### src/rtl/lsxlate_pkg.sv
package lsxlate_pkg;
  localparam int VA_W       = 64;
  localparam int PAGE_SHIFT = 13;
  localparam int VPN_W      = VA_W - PAGE_SHIFT;
  localparam int IMPL_PA    = 44;
  localparam int VA_TOP     = 47;
  localparam int SX_BIT     = 40;
  localparam int UNC_LO     = 35;
  localparam int NMODE      = 4;

  localparam logic [1:0] MODE_KERNEL = 2'd0;

  typedef enum logic [2:0] {
    FLT_NONE = 3'd0, FLT_ALIGN = 3'd1, FLT_PAGE = 3'd2, FLT_VIOL = 3'd3,
    FLT_PTE_MISS = 3'd4, FLT_DATA_MISS = 3'd5, FLT_MCHK = 3'd6
  } fault_e;

  localparam int ST_WR    = 0;
  localparam int ST_ACV   = 1;
  localparam int ST_FONR  = 2;
  localparam int ST_FONW  = 3;
  localparam int ST_BADVA = 4;
  localparam int ST_MISS  = 5;
  localparam int ST_W     = 6;

  typedef struct packed {
    logic [VA_W-1:0] pa;
    logic            unc;
    fault_e          fault;
    logic [ST_W-1:0] status;
  } resp_t;

  typedef struct packed {
    logic acc, hit, miss, acv;
  } ev_t;
endpackage

### src/rtl/lsxlate_front.sv
module lsxlate_front
  import lsxlate_pkg::*;
(
  input  logic [VA_W-1:0] va,
  input  logic [1:0]      size_lg,
  input  logic            pc_priv,
  input  logic            altmode,
  input  logic [1:0]      cur_mode,
  input  logic [1:0]      alt_mode,
  output logic            misaligned,
  output logic            noncanon,
  output logic            in_window,
  output logic [1:0]      eff_mode,
  output logic [VA_W-1:0] window_pa
);
  localparam int HI_W = VA_W - VA_TOP;
  logic [3:0]      low_mask;
  logic [HI_W-1:0] hi_bits;

  always_comb begin
    low_mask   = (4'b0001 << size_lg) - 4'b0001;
    misaligned = |(va[2:0] & low_mask[2:0]);
    hi_bits    = va[VA_W-1:VA_TOP];
    noncanon   = !((&hi_bits) || !(|hi_bits));
    in_window  = (va[VA_TOP:41] == 7'h7E);
    eff_mode   = pc_priv ? (altmode ? alt_mode : MODE_KERNEL) : cur_mode;
    window_pa  = {{(VA_W-IMPL_PA){1'b0}}, {(IMPL_PA-SX_BIT){va[SX_BIT]}},
                  va[SX_BIT-1:0]};
  end
endmodule

### src/rtl/lsxlate_prot.sv
module lsxlate_prot
  import lsxlate_pkg::*;
(
  input  logic             write,
  input  logic [1:0]       mode,
  input  logic [NMODE-1:0] rd_en,
  input  logic [NMODE-1:0] wr_en,
  input  logic             fonr,
  input  logic             fonw,
  output logic             deny,
  output fault_e           kind,
  output logic [ST_W-1:0]  status
);
  always_comb begin
    deny   = 1'b0;
    kind   = FLT_NONE;
    status = '0;
    if (write) begin
      status[ST_WR] = 1'b1;
      if (!wr_en[mode]) begin
        deny = 1'b1; kind = FLT_PAGE;
        status[ST_ACV] = 1'b1; status[ST_FONW] = fonw;
      end else if (fonw) begin
        deny = 1'b1; kind = FLT_PAGE; status[ST_FONW] = 1'b1;
      end
    end else begin
      if (!rd_en[mode]) begin
        deny = 1'b1; kind = FLT_VIOL;
        status[ST_ACV] = 1'b1; status[ST_FONR] = fonr;
      end else if (fonr) begin
        deny = 1'b1; kind = FLT_PAGE; status[ST_FONR] = 1'b1;
      end
    end
  end
endmodule

### src/rtl/lsxlate_phys.sv
module lsxlate_phys
  import lsxlate_pkg::*;
(
  input  logic [VA_W-1:0] raw,
  output logic            out_of_range,
  output logic            unc,
  output logic [VA_W-1:0] pa
);
  localparam logic [VA_W-1:0] CLR_MASK =
    ((VA_W'(1) << (IMPL_PA-1)) - 1) & ~((VA_W'(1) << UNC_LO) - 1);
  always_comb begin
    out_of_range = |raw[VA_W-1:IMPL_PA];
    unc          = raw[IMPL_PA-1];
    pa           = unc ? (raw & ~CLR_MASK) : raw;
  end
endmodule

### src/rtl/lsxlate.sv
module lsxlate
  import lsxlate_pkg::*;
(
  input  logic              clk,
  input  logic              rst_n,
  input  logic              req_valid,
  output logic              req_ready,
  input  logic [63:0]       req_va,
  input  logic [1:0]        req_size,
  input  logic              req_write,
  input  logic              req_phys,
  input  logic              req_altmode,
  input  logic              req_pte,
  input  logic [63:0]       req_pc,
  input  logic [1:0]        cur_mode,
  input  logic [1:0]        alt_mode,
  input  logic [7:0]        cur_asn,
  output logic [50:0]       tlb_vpn,
  output logic [7:0]        tlb_asn,
  input  logic              tlb_hit,
  input  logic [50:0]       tlb_ppn,
  input  logic [3:0]        tlb_rd_en,
  input  logic [3:0]        tlb_wr_en,
  input  logic              tlb_fonr,
  input  logic              tlb_fonw,
  output logic              rsp_valid,
  input  logic              rsp_ready,
  output logic [63:0]       rsp_pa,
  output logic              rsp_uncache,
  output logic [2:0]        rsp_fault,
  output logic [5:0]        rsp_status,
  output logic              ev_rd_access,
  output logic              ev_rd_hit,
  output logic              ev_rd_miss,
  output logic              ev_rd_acv,
  output logic              ev_wr_access,
  output logic              ev_wr_hit,
  output logic              ev_wr_miss,
  output logic              ev_wr_acv
);
  logic            misaligned, noncanon, in_window;
  logic [1:0]      eff_mode;
  logic [VA_W-1:0] window_pa, raw, phys_pa;
  logic            deny, oor, unc;
  fault_e          deny_kind;
  logic [ST_W-1:0] deny_st;
  logic            use_raw;
  resp_t           nxt, rsp_q;
  ev_t             ev, ev_rd_q, ev_wr_q;
  logic            accept;

  assign tlb_vpn = req_va[VA_W-1:PAGE_SHIFT];
  assign tlb_asn = cur_asn;

  lsxlate_front u_front (
    .va(req_va), .size_lg(req_size), .pc_priv(req_pc[0]),
    .altmode(req_altmode), .cur_mode(cur_mode), .alt_mode(alt_mode),
    .misaligned(misaligned), .noncanon(noncanon), .in_window(in_window),
    .eff_mode(eff_mode), .window_pa(window_pa)
  );

  lsxlate_prot u_prot (
    .write(req_write), .mode(eff_mode), .rd_en(tlb_rd_en),
    .wr_en(tlb_wr_en), .fonr(tlb_fonr), .fonw(tlb_fonw),
    .deny(deny), .kind(deny_kind), .status(deny_st)
  );

  lsxlate_phys u_phys (
    .raw(raw), .out_of_range(oor), .unc(unc), .pa(phys_pa)
  );

  // Fixed priority: alignment, validity, window privilege, miss,
  // permission, then physical range.
  always_comb begin
    nxt     = '{pa: '0, unc: 1'b0, fault: FLT_NONE, status: '0};
    ev      = '0;
    raw     = '0;
    use_raw = 1'b0;
    if (misaligned) begin
      nxt.fault = FLT_ALIGN;
      nxt.status[ST_WR] = req_write;
    end else if (req_phys) begin
      raw = req_va; use_raw = 1'b1; ev.hit = 1'b1;
    end else if (noncanon) begin
      nxt.fault = FLT_PAGE;
      nxt.status[ST_WR] = req_write;
      nxt.status[ST_ACV] = 1'b1;
      nxt.status[ST_BADVA] = 1'b1;
      ev.acv = 1'b1;
    end else if (in_window) begin
      if (cur_mode != MODE_KERNEL) begin
        nxt.fault = FLT_VIOL;
        nxt.status[ST_WR] = req_write;
        nxt.status[ST_ACV] = 1'b1;
        ev.acv = 1'b1;
      end else begin
        raw = window_pa; use_raw = 1'b1; ev.hit = 1'b1;
      end
    end else begin
      ev.acc = 1'b1;
      if (!tlb_hit) begin
        nxt.fault = req_pte ? FLT_PTE_MISS : FLT_DATA_MISS;
        nxt.status[ST_WR] = req_write;
        nxt.status[ST_MISS] = 1'b1;
        ev.miss = 1'b1;
      end else if (deny) begin
        nxt.fault = deny_kind;
        nxt.status = deny_st;
        ev.acv = 1'b1;
      end else begin
        raw = {tlb_ppn, req_va[PAGE_SHIFT-1:0]}; use_raw = 1'b1; ev.hit = 1'b1;
      end
    end
    if (use_raw) begin
      if (oor) nxt.fault = FLT_MCHK;
      else begin
        nxt.pa  = phys_pa;
        nxt.unc = unc;
      end
    end
  end

  assign req_ready = !rsp_valid || rsp_ready;
  assign accept    = req_valid && req_ready;

  always_ff @(posedge clk) begin
    if (!rst_n) begin
      rsp_valid <= 1'b0;
      rsp_q     <= '{pa: '0, unc: 1'b0, fault: FLT_NONE, status: '0};
      ev_rd_q   <= '0;
      ev_wr_q   <= '0;
    end else begin
      if (accept) begin
        rsp_valid <= 1'b1;
        rsp_q     <= nxt;
      end else if (rsp_ready) begin
        rsp_valid <= 1'b0;
      end
      ev_rd_q <= (accept && !req_write) ? ev : '0;
      ev_wr_q <= (accept &&  req_write) ? ev : '0;
    end
  end

  assign rsp_pa       = rsp_q.pa;
  assign rsp_uncache  = rsp_q.unc;
  assign rsp_fault    = rsp_q.fault;
  assign rsp_status   = rsp_q.status;
  assign ev_rd_access = ev_rd_q.acc;
  assign ev_rd_hit    = ev_rd_q.hit;
  assign ev_rd_miss   = ev_rd_q.miss;
  assign ev_rd_acv    = ev_rd_q.acv;
  assign ev_wr_access = ev_wr_q.acc;
  assign ev_wr_hit    = ev_wr_q.hit;
  assign ev_wr_miss   = ev_wr_q.miss;
  assign ev_wr_acv    = ev_wr_q.acv;
endmodule

### config.mk
export PLATFORM = sky130hd
export DESIGN_NAME = lsxlate
export DESIGN_NICKNAME = d
export VERILOG_FILES = /design/src/rtl/lsxlate_pkg.sv /design/src/rtl/lsxlate_front.sv /design/src/rtl/lsxlate_prot.sv /design/src/rtl/lsxlate_phys.sv /design/src/rtl/lsxlate.sv
export SDC_FILE = /design/constraint.sdc
export NUM_CORES = 1
export LEC_CHECK = 0
export CORE_AREA = 2 2 137 139
export CTS_CLUSTER_SIZE = 24
export DETAILED_ROUTE_END_ITERATION = 10
export DIE_AREA = 0 0 139 141
export DONT_BUFFER_PORTS = 1
export GPL_TIMING_DRIVEN = 0
export PLACE_DENSITY = 0.49
export SYNTH_ARGS = -nofsm -noshare
export SYNTH_HDL_FRONTEND = slang
export SYNTH_HIERARCHICAL = 1
export SYNTH_SLANG_ARGS = --single-unit
### constraint.sdc
create_clock -name clk -period 4.5 [get_ports clk]
set_input_delay 0.675 -clock clk [delete_from_list [all_inputs] [get_ports clk]]
set_output_delay 0.675 -clock clk [all_outputs]
set_load 0.02 [all_outputs]
==> results of run 1 <==
==> worst max-delay path: cells and delay by family <==
kind                   cells  cell delay [ns]
AND/OR/NAND/NOR            6             1.05
AO/OA/AOI/OAI              6             1.43
buffers and inverters      7             1.10
multiplexers               1             0.29
==> layer usage <==
layer	routed length (microns)	share of wire, %	vias to the layer above	global-route usage, %
met5	0	0	-	0
met4	165	0.91	0	4.253
met3	1768	9.7	10	6.861
met2	8589	47	233	28.31
met1	7659	42	2245	22.05
li1	-	-	2353	-
==> cell type report <==
cell class | instances | area, sq um | area share, %
Multi-Input combinational cell | 377 | 2556 | 39.01
Sequential cell | 83 | 1662 | 25.36
Buffer | 233 | 1625 | 24.80
Tap cell | 234 | 292.8 | 4.468
Clock buffer | 9 | 225.2 | 3.437
Clock inverter | 7 | 107.6 | 1.642
Timing Repair Buffer | 5 | 50.05 | 0.7638
Inverter | 9 | 33.78 | 0.5156
==> flip-flops by register name (all words and copies together) (netlist names) <==
name / count
ev_rd_hit: 1
ev_wr_hit: 1
ev_wr_acv: 1
ev_rd_miss: 1
rsp_status: 6
ev_wr_miss: 1
rsp_uncache: 1
ev_rd_access: 1
rsp_fault: 3
rsp_pa: 64
ev_wr_access: 1
ev_rd_acv: 1
rsp_valid: 1
==> what timing repair did <==
item	4_1_cts	5_1_grt
buffers inserted	2	3
gates resized for setup	2	3
pin swaps	2	1
endpoints found under the setup margin	65	65
gates cloned	0	0
==> worst max path at each step <==
stage,from,endpoint,slack [ns],cells past startpoint
floorplan,cur_mode[1],rsp_pa[0]$_SDFFE_PN0N_,0.37,18
global placement,cur_mode[1],rsp_pa[33]$_SDFFE_PN0N_,-0.66,17
detailed placement,cur_mode[1],rsp_pa[34]$_SDFFE_PN0N_,-0.88,18
CTS,cur_mode[1],rsp_pa[34]$_SDFFE_PN0N_,0.02,19
global route,cur_mode[1],rsp_pa[33]$_SDFFE_PN0N_,0.04,20
finish,cur_mode[1],rsp_pa[34]$_SDFFE_PN0N_,0.23,20
==> cells in the final DEF (no fill, tap or decap), drive strengths merged, types with 9 or more instances in the layout <==
cell / instances
a21oi: 11
nor2: 72
nand2: 12
nor4: 11
dfxtp: 83
inv: 11
nor2b: 11
a22o: 129
o21ai: 9
a22oi: 53
clkbuf: 39
buf: 208
conb: 23
==> metrics by stage <==
| stage | util [%] | hold WS (ns) | total power, mW | cell area (sq um) | setup TNS (ns) |
|---|---|---|---|---|---|
| after floorplan | - | 0.5302 | 1.050 | 5868 | 0 |
| after global placement | 33.73 | 0.5539 | 1.097 | 6161 | -39.79 |
| after detailed placement | 33.73 | 0.5538 | 1.099 | 6161 | -53.23 |
| after CTS | 35.67 | 0.4461 | 1.944 | 6516 | 0 |
| after global routing | 35.87 | 0.4597 | 2.010 | 6553 | 0 |
| final | 35.87 | 0.4583 | 1.920 | 6553 | 0 |
==> logic make-up (layout without fill, tap and decap cells) <==
| kind of cell | after synthesis | in the layout | synth area share (%) |
|---|---|---|---|
| buffers and inverters | 242 | 263 | 28.64 |
| AO/OA/AOI/OAI | 215 | 215 | 30.00 |
| multiplexers | 5 | 5 | 1.081 |
| flip-flops | 83 | 83 | 28.70 |
| other | 2 | 23 | 0.1297 |
| AND/OR/NAND/NOR | 134 | 134 | 11.45 |
==> report_power, final <==
part | leakage [nW] | total (mW) | switching (mW) | internal, mW
Sequential | 0.670 | 0.750 | 0.0107 | 0.740
Clock | 0.160 | 0.830 | 0.333 | 0.497
Combinational | 2.02 | 0.339 | 0.169 | 0.170
Total | 2.85 | 1.92 | 0.513 | 1.41
==> out/qor.tcl, run 1 <==
set qor(status) {complete, no violations}
set qor(numCtsBuffers) 9
set qor(grt_start_max_net_pins) 17
set qor(synth-seq-area-share_pct) 28.70
set qor(cts-hold-fix-buffers) 0
set qor(r2r_slack_ns) 2.24
set qor(yosys_register_bits) 83
set qor(drt_pass1_iterations) 6
set qor(synthCells) 681
set qor(cp_slowest_stage_delay_ns) 0.41
set qor(cp_cell_sequence) {inv_1, o21ai_0, mux2i_1, nor4_1, o32ai_2, buf_4, nor3b_4, buf_12, clkbuf_2, a22o_1, a22oi_1, nor2_1, nor4_1, and3_1, nand3_1, inv_1, o2111a_1, buf_4, buf_6, a22o_1}
set qor(critPathArrivalTime_ns) 4.55
set qor(tritoncts) {built}
set qor(min_delay_path_depth) 2
set qor(clkSlewWorstSetupHoldPaths_ns) 0.07
set qor(global_route.usage.total_pct) 17.52
set qor(setup.worst_path.class) {in -> reg}
set qor(initial_cell_density_of_the_core_pct) 31.69
set qor(rr_worst_depth) 7
set qor(synth-main-ff-cell) {sky130_fd_sc_hd__dfxtp_1}
set qor(std_cell_rows) 50
set qor(cts.htree.levels) 3
set qor(layout_setup_ws_ns) 0.2282
set qor(hold_viol) 0
set qor(syn-mean-instance-area_sq_um) 8.501
set qor(max_cap_viol_count) 0
set qor(core_region_area_sq_um) 18270
set qor(worstPathMaxFanout) 10
set qor(hold_crit_endpoint) {rsp_valid$_SDFFE_PN0P_}
set qor(cts_root_buffer) {sky130_fd_sc_hd__clkbuf_16}
set qor(wl_per_cell_microns) 19.00
set qor(r2r_end) {rsp_pa[34]$_SDFFE_PN0N_}
set qor(area_delta_synth_final_pct) 13.18
set qor(worst_ep_required_time_ns) 4.78
set qor(clock_sinks) 83
set qor(endpoints_failing_setup) 0
set qor(postSynth.asyncResetShare_pct) 0
set qor(synth_enable_flop_cells) 0
set qor(period_minus_slack_ns) 4.272
set qor(worst_clock_skew_ns) 0.009011
set qor(numPortBuffers) 0
set qor(die_width_microns) 139
set qor(netlist_top_cells_area) {sky130_fd_sc_hd__dfxtp_1 (29%), sky130_fd_sc_hd__buf_4 (24%), sky130_fd_sc_hd__a22o_1 (20%)}
set qor(nNetsFinal) 930
set qor(drtIter0Drc) 275
set qor(globalRouteOverflowTotal) 0
set qor(start_kind) {input pin}
set qor(min_path_type) {in -> reg}
set qor(fmax_mhz) 234.1
set qor(insertedDiodeCount) 0
set qor(critical-path-slowest-cell) {sky130_fd_sc_hd__nor4_1}
set qor(postRouteAntennaNets) 0
set qor(post-synth-top-area-cell) {sky130_fd_sc_hd__dfxtp_1}
set qor(most_instantiated_library_cell_after_synthesis) {sky130_fd_sc_hd__buf_4}
set qor(synthTopCellsByCount) {sky130_fd_sc_hd__buf_4 (186), sky130_fd_sc_hd__a22o_1 (129), sky130_fd_sc_hd__dfxtp_1 (83), sky130_fd_sc_hd__nor2_1 (72), sky130_fd_sc_hd__a22oi_1 (53)}
set qor(filler_cell_count) 1908
set qor(first_global_vias) 4531
set qor(routed-via-count) 4841
set qor(preCtsSetupSlack_ns) -0.8759
set qor(routabilityCongestion) 0.7839
set qor(holdCritStartpoint) {req_valid}
set qor(power.leakage_nw) 2.845
set qor(synthesis.area_sq_um) 5789
set qor(rsz0062_at_grt) {false}
set qor(clock_path_buffers) 2
set qor(wire_length_of_the_first_global_routing_pass_microns) 26570
set qor(die_h_microns) 141
set qor(final_cell_count_no_fill) 957
set qor(timing.rr.start) {rsp_valid$_SDFFE_PN0P_}
set qor(worst-slew-pin-transition_ns) 0.8198
set qor(synth_cell_types) 45
set qor(grt_antenna_before_repair) 0
set qor(insertion_delay_ns) 0.35
set qor(portion_of_the_clock_cycle_consumed_by_the_worst_path_in_the_final_layout_pct) 94.93
set qor(place.detailed.instances) 936
set qor(route.detailed.drc) 0
set qor(dp_hpwl_microns) 14260
set qor(slew_headroom_pct) 45.14
set qor(drt-vias-per-instance) 5.059
set qor(pwr_density_cell_nw_per_um2) 293.0
set qor(synth-warning-count) 6
set qor(ir_drop_mv) 0.1512
set qor(timing.final.max_slew_violations) 0
set qor(layout-drive-gt1-share_pct) 31.95
set qor(end_kind) {flop}
set qor(die_area_sq_um) 19600
set qor(yosys.area.top_type_share_pct) 28.70
set qor(wl_microns) 18180
set qor(num_io_pins) 355
Power figures use the tool's default switching activity.
==> inputs of run 2 (changes only) <==
--- a/config.mk
+++ b/config.mk
@@ -10,7 +10,6 @@
 export DETAILED_ROUTE_END_ITERATION = 10
 export DIE_AREA = 0 0 139 141
 export DONT_BUFFER_PORTS = 1
-export GPL_TIMING_DRIVEN = 0
 export PLACE_DENSITY = 0.49
 export SYNTH_ARGS = -nofsm -noshare
 export SYNTH_HDL_FRONTEND = slang
==> run 2 against run 1 <==
Critical path depth is 3 lower. Routed wire length is 7.8% lower. Total power is 8.9% lower. Sequential cell count stayed put. Fmax is 6.7% higher. Non-clock buffer count is 220 lower. Combinational power is 50% lower. Design area is 23% lower. Die area stayed put. Largest power group unchanged.
==> out/qor.tcl, run 2 (synthesized netlist as in run 1, its figures left out) <==
set qor(wl_per_cell_microns) 22.74 ;# +20%
set qor(timing.final.max_slew_violations) 0 ;# unchanged
set qor(numPortBuffers) 0 ;# unchanged
set qor(cts.htree.levels) 3 ;# unchanged
set qor(grt_start_max_net_pins) 59 ;# +42
set qor(worst_clock_skew_ns) 0.004792 ;# -0.004219 ns
set qor(nNetsFinal) 710 ;# -24%
set qor(post-cts-setup-buffer-count) 0 ;# -2
set qor(clock_path_buffers) 2 ;# unchanged
set qor(mostFrequentLayoutCells) {sky130_fd_sc_hd__a22o_1 (129), sky130_fd_sc_hd__dfxtp_1 (83), sky130_fd_sc_hd__nor2_1 (70)}
set qor(drt-vias-per-instance) 5.719 ;# +13%
set qor(end_kind) {flop}
set qor(dp_hpwl_microns) 12190 ;# -14%
set qor(layout_commonest_cell) {sky130_fd_sc_hd__a22o_1}
set qor(globalRouteOverflowTotal) 0 ;# unchanged
set qor(pwr_density_cell_nw_per_um2) 344.9 ;# +18%
set qor(timing.setup.tns_ns) 0 ;# unchanged
set qor(ir_drop_mv) 0.1722 ;# +14%
set qor(route.detailed.drc) 0 ;# unchanged
set qor(postRouteAntennaNets) 0 ;# unchanged
set qor(portion_of_the_clock_cycle_consumed_by_the_worst_path_in_the_final_layout_pct) 88.96 ;# -6.0 points
set qor(core_region_area_sq_um) 18270 ;# unchanged
set qor(postcts_resize_cnt) 0 ;# -2
set qor(worstPathMaxFanout) 38 ;# +28
set qor(area_delta_synth_final_pct) -12.41
set qor(drtIter0Drc) 197 ;# -28%
set qor(worst-slew-pin-transition_ns) 1.101 ;# +0.2814 ns
set qor(setup.worst_path.class) {in -> reg}
set qor(drt_pass1_iterations) 5 ;# -1
set qor(first_global_vias) 4031 ;# -11%
set qor(routed-via-count) 4215 ;# -13%
set qor(period_minus_slack_ns) 4.003 ;# -0.2686 ns
set qor(wire_length_of_the_first_global_routing_pass_microns) 25090 ;# -5.6%
set qor(rsz0062_at_grt) {false}
set qor(slew_headroom_pct) 26.31 ;# -19 points
set qor(numCtsBuffers) 9 ;# unchanged
set qor(hold_viol) 0 ;# unchanged
set qor(cts_root_buffer) {sky130_fd_sc_hd__clkbuf_16}
set qor(fmax_mhz) 249.8 ;# +6.7%
set qor(initial_cell_density_of_the_core_pct) 31.69 ;# unchanged
set qor(placed_area_sq_um) 4742 ;# -23%
set qor(start_kind) {input pin}
set qor(min_path_type) {in -> reg}
set qor(num_io_pins) 355 ;# unchanged
set qor(grt_antenna_before_repair) 0 ;# unchanged
set qor(status) {complete, no violations}
set qor(endpoints_failing_setup) 0 ;# unchanged
set qor(die_h_microns) 141 ;# unchanged
set qor(std_cell_rows) 50 ;# unchanged
set qor(clock_sinks) 83 ;# unchanged
set qor(critPathArrivalTime_ns) 4.29 ;# -0.26 ns
set qor(power.leakage_nw) 1.852 ;# -35%
set qor(die_area_sq_um) 19600 ;# unchanged
set qor(insertedDiodeCount) 0 ;# unchanged
set qor(insertion_delay_ns) 0.34 ;# about the same
set qor(final_cell_area_sq_um) 5071 ;# -23%
set qor(tritoncts) {built}
set qor(max_cap_viol_count) 0 ;# unchanged
set qor(clkSlewWorstSetupHoldPaths_ns) 0.06 ;# about the same
set qor(cts-hold-fix-buffers) 0 ;# unchanged
set qor(largest_reg_flops) 64 ;# unchanged
set qor(routabilityCongestion) 0.7691 ;# -1.9%
set qor(die_width_microns) 139 ;# unchanged
set qor(global_route.usage.total_pct) 16.60 ;# -0.92 points
set qor(layout-drive-gt1-share_pct) 8.748 ;# -23 points
set qor(worst_ep_required_time_ns) 4.78 ;# about the same
set qor(wl_microns) 16760 ;# -7.8%
## run 2: cell count changes in the layout (fill, tap and decap cells not counted), sizes merged
cell / change
inv: -3
clkbuf: -28
clkinv: +2
buf: -190
clkinvlp: -1
## run 2: area by class of cell
| type | count | area [sq um] |
|---|---|---|
| multi-input cells | 377 | 2581 |
| fillers | 1955 | 13200 |
| well taps | 234 | 292.8 |
| flip-flops and latches | 83 | 1662 |
| inverters | 9 | 33.78 |
| clock inverters | 5 | 86.33 |
| repair buffers | 18 | 172.7 |
| clock buffers | 11 | 242.7 |
## run 2: critical path, cell delays in order
cell                       delay (ns)
sky130_fd_sc_hd__inv_1           0.03
sky130_fd_sc_hd__o21ai_0         0.16
sky130_fd_sc_hd__buf_4           0.16
sky130_fd_sc_hd__mux2i_1         0.23
sky130_fd_sc_hd__nor4_1          0.07
sky130_fd_sc_hd__o32ai_1         0.59
sky130_fd_sc_hd__nor3b_4         0.12
sky130_fd_sc_hd__buf_12          0.20
sky130_fd_sc_hd__a22o_1          0.24
sky130_fd_sc_hd__a22oi_1         0.17
sky130_fd_sc_hd__nor2_1          0.08
sky130_fd_sc_hd__nor4_1          0.48
sky130_fd_sc_hd__nand3_1         0.27
sky130_fd_sc_hd__inv_1           0.11
sky130_fd_sc_hd__o2111a_2        0.27
sky130_fd_sc_hd__buf_12          0.22
sky130_fd_sc_hd__a22o_1          0.19
## run 2: path summary, 6_finish.rpt
check                           cells past startpoint                    endpoint  slack (ns)                  startpoint
worst max register to register                      6     rsp_pa[43]$_SDFFE_PN0N_        1.96      rsp_valid$_SDFFE_PN0P_
worst min register to register                      2  rsp_status[5]$_SDFFE_PN0N_        0.57  rsp_status[5]$_SDFFE_PN0N_
worst max-delay path                               17     rsp_pa[27]$_SDFFE_PN0N_        0.50                 cur_mode[1]
worst min-delay path                                1       ev_rd_miss$_SDFF_PN0_        0.40                     tlb_hit
## run 2: stage by stage
step,cells,setup slack (ns),power (mW),hold WS [ns],utilization (%)
after global placement,721,0.2023,0.9364,0.5599,25.96
after detailed placement,721,0.1455,0.9396,0.5637,25.96
final,737,0.4968,1.749,0.4041,27.76
after CTS,737,0.4732,1.775,0.3855,27.76
after global routing,737,0.2892,1.818,0.3898,27.76
after floorplan,702,0.3736,1.050,0.5302,-
## run 2: power breakdown
group	switching (mW)	internal, mW	total [mW]	leakage, nW
Combinational	0.101	0.0704	0.171	1.02
Sequential	0.0109	0.740	0.751	0.670
Clock	0.322	0.505	0.827	0.160
Total	0.434	1.32	1.75	1.85
## run 2: per-layer routing
metal,track usage [%],wire (microns),up-vias
met5,0,0,-
met4,7.390,433,0
met3,4.450,1332,30
met2,26.50,7751,239
met1,21.10,7243,2024
li1,-,-,1922
==> inputs of run 3 (changes only) <==
==> constraint.sdc (replaced) <==
create_clock -name clk -period 4.5 [get_ports clk]
set_input_delay 0.225 -clock clk [delete_from_list [all_inputs] [get_ports clk]]
set_output_delay 0.225 -clock clk [all_outputs]
set_load 0.02 [all_outputs]
==> run 3 against run 2 <==
Via count shrank 2.3%. Die area is the same. Utilization shrank 0.37 points. Worst setup slack lost 0.0031 ns. Combinational power is essentially flat. Routed wire length shrank 1.3%. Final cell count shrank 0.54%. Sequential power is essentially flat. First-iteration DRC count grew 24%. Critical endpoint is now rsp_pa[48]$_SDFFE_PN0N_. Largest power group unchanged. Highest routed layer unchanged.
==> out/qor.tcl, run 3 (synthesized netlist as in run 1, its figures left out) <==
set qor(endpoints_failing_setup) 0 ;# unchanged
set qor(critical-path-slowest-cell) {sky130_fd_sc_hd__o32ai_1}
set qor(numCtsBuffers) 9 ;# unchanged
set qor(critPathArrivalTime_ns) 4.28 ;# about the same
set qor(portion_of_the_clock_cycle_consumed_by_the_worst_path_in_the_final_layout_pct) 89.03 ;# about the same
set qor(global_route.usage.total_pct) 16.07 ;# -0.54 points
set qor(mostFrequentLayoutCells) {sky130_fd_sc_hd__a22o_1 (129), sky130_fd_sc_hd__dfxtp_1 (83), sky130_fd_sc_hd__nor2_1 (70)}
set qor(wl_microns) 16540 ;# -1.3%
set qor(tot_pwr_mw) 1.694 ;# -3.1%
set qor(numPortBuffers) 0 ;# unchanged
set qor(start_kind) {input pin}
set qor(clkSlewWorstSetupHoldPaths_ns) 0.06 ;# about the same
set qor(area_delta_synth_final_pct) -13.57
set qor(cts.htree.levels) 3 ;# unchanged
set qor(fmax_mhz) 249.6 ;# about the same
set qor(layout_commonest_cell) {sky130_fd_sc_hd__a22o_1}
set qor(routabilityCongestion) 0.7733 ;# +0.55%
set qor(wl_per_cell_microns) 22.57 ;# -0.76%
set qor(route.detailed.drc) 0 ;# unchanged
set qor(core_region_area_sq_um) 18270 ;# unchanged
set qor(largest_reg_flops) 64 ;# unchanged
set qor(insertion_delay_ns) 0.34 ;# about the same
set qor(postRouteAntennaNets) 0 ;# unchanged
set qor(drtIter0Drc) 245 ;# +24%
set qor(wire_length_of_the_first_global_routing_pass_microns) 24320 ;# -3.1%
set qor(die_h_microns) 141 ;# unchanged
set qor(std_cell_rows) 50 ;# unchanged
set qor(min_path_type) {in -> reg}
set qor(drt_pass1_iterations) 4 ;# -1
set qor(postcts_resize_cnt) 0 ;# unchanged
set qor(cp_slowest_stage_delay_ns) 0.60 ;# about the same
set qor(globalRouteOverflowTotal) 0 ;# unchanged
set qor(worst-slew-pin-transition_ns) 1.088 ;# -0.01302 ns
set qor(num_io_pins) 355 ;# unchanged
set qor(worst_clock_skew_ns) 0.006748 ;# +0.001956 ns
set qor(clock_path_buffers) 2 ;# unchanged
set qor(rsz0062_at_grt) {false}
set qor(die_width_microns) 139 ;# unchanged
set qor(grt_start_max_net_pins) 59 ;# unchanged
set qor(layout-drive-gt1-share_pct) 8.016 ;# -0.73 points
set qor(grt_antenna_before_repair) 0 ;# unchanged
set qor(pwr_density_cell_nw_per_um2) 338.6 ;# -1.8%
set qor(dp_hpwl_microns) 11930 ;# -2.2%
set qor(max_cap_viol_count) 0 ;# unchanged
set qor(routed-via-count) 4118 ;# -2.3%
set qor(ir_drop_mv) 0.1550 ;# -10%
set qor(slew_headroom_pct) 27.18 ;# +0.87 points
set qor(hold_viol) 0 ;# unchanged
set qor(cts-hold-fix-buffers) 1 ;# +1
set qor(status) {complete, no violations}
set qor(cts_root_buffer) {sky130_fd_sc_hd__clkbuf_16}
set qor(period_minus_slack_ns) 4.006 ;# +0.003073 ns
set qor(power.leakage_nw) 1.822 ;# -1.7%
set qor(setup.worst_path.class) {in -> reg}
set qor(die_area_sq_um) 19600 ;# unchanged
set qor(first_global_vias) 4055 ;# +0.60%
set qor(tritoncts) {built}
set qor(worstPathMaxFanout) 27 ;# -29%
set qor(post-cts-setup-buffer-count) 0 ;# unchanged
set qor(worst_ep_required_time_ns) 4.77 ;# about the same
set qor(insertedDiodeCount) 0 ;# unchanged
set qor(cp_cell_sequence) {inv_1, o21ai_0, mux2i_1, nor4_1, o32ai_1, nor3b_4, buf_4, a22o_1, a22oi_1, nor2_1, nor4_1, nand3_1, inv_1, o2111a_2, buf_4, a22o_1}
set qor(drt-vias-per-instance) 5.618 ;# -1.8%
set qor(end_kind) {flop}
set qor(timing.final.max_slew_violations) 0 ;# unchanged
set qor(clock_sinks) 83 ;# unchanged
set qor(initial_cell_density_of_the_core_pct) 31.69 ;# unchanged
set qor(nNetsFinal) 706 ;# -0.56%
set qor(timing.setup.tns_ns) 0 ;# unchanged
## run 3: changes by cell type in the layout (fill, tap and decap cells not counted)
cell / delta
sky130_fd_sc_hd__clkbuf_8: +1
sky130_fd_sc_hd__buf_4: -3
sky130_fd_sc_hd__dlygate4sd3_1: +1
sky130_fd_sc_hd__buf_12: -2
sky130_fd_sc_hd__bufinv_16: -1
sky130_fd_sc_hd__clkinv_2: +1
sky130_fd_sc_hd__clkbuf_1: -1
## run 3: layout make-up
type,instances,area (sq um)
Clock inverter,5,61.31
Sequential cell,83,1662
Clock buffer,11,252.7
Inverter,9,33.78
Fill cell,1947,13260
Tap cell,234,292.8
Timing Repair Buffer,14,120.1
Multi-Input combinational cell,377,2581
## run 3: per-stage QoR
| stage | worst slack (ns) | hold slack, ns | utilization (%) | cell area, sq um | instances |
|---|---|---|---|---|---|
| after floorplan | 0.8236 | 0.3457 | - | 5868 | 702 |
| after global routing | 0.2705 | 0.03204 | 27.39 | 5004 | 733 |
| final | 0.4937 | 0.01642 | 27.39 | 5004 | 733 |
| after detailed placement | 0.2361 | 0.3081 | 25.62 | 4679 | 716 |
| after global placement | 0.3164 | 0.3066 | 25.62 | 4679 | 716 |
| after CTS | 0.5835 | 0.004376 | 27.39 | 5004 | 733 |
## run 3: path summary, 6_finish.rpt
kind                                   start                         end  slack, ns  cells past startpoint
setup / recovery                 cur_mode[1]     rsp_pa[48]$_SDFFE_PN0N_       0.49                     16
hold / removal                     req_valid      rsp_valid$_SDFFE_PN0P_       0.02                      2
setup reg to reg      rsp_valid$_SDFFE_PN0P_     rsp_pa[22]$_SDFFE_PN0N_       1.75                      6
hold reg to reg   rsp_status[5]$_SDFFE_PN0N_  rsp_status[5]$_SDFFE_PN0N_       0.56                      2
## run 3: routing by layer
| metal | vias up | wire length (microns) | GRT usage (%) |
|---|---|---|---|
| met2 | 229 | 7903 | 26.32 |
| met1 | 1968 | 6863 | 19.55 |
| met3 | 19 | 1540 | 6.114 |
| met4 | 0 | 236 | 5.157 |
| li1 | 1902 | - | - |
| met5 | - | 0 | 0 |
## run 3: where the power goes
| group | internal [mW] | switching, mW |
|---|---|---|
| registers | 0.740 | 0.0109 |
| clock network | 0.463 | 0.313 |
| logic | 0.0679 | 0.100 |
| total | 1.27 | 0.424 |
## run 3: worst max-delay path: cells and delay by family
kind / cells / cell delay (ns)
AOI/OAI and AO/OA: 6 / 1.84
and+or+nand+nor: 5 / 1.16
buffers and inverters: 4 / 0.72
muxes: 1 / 0.29
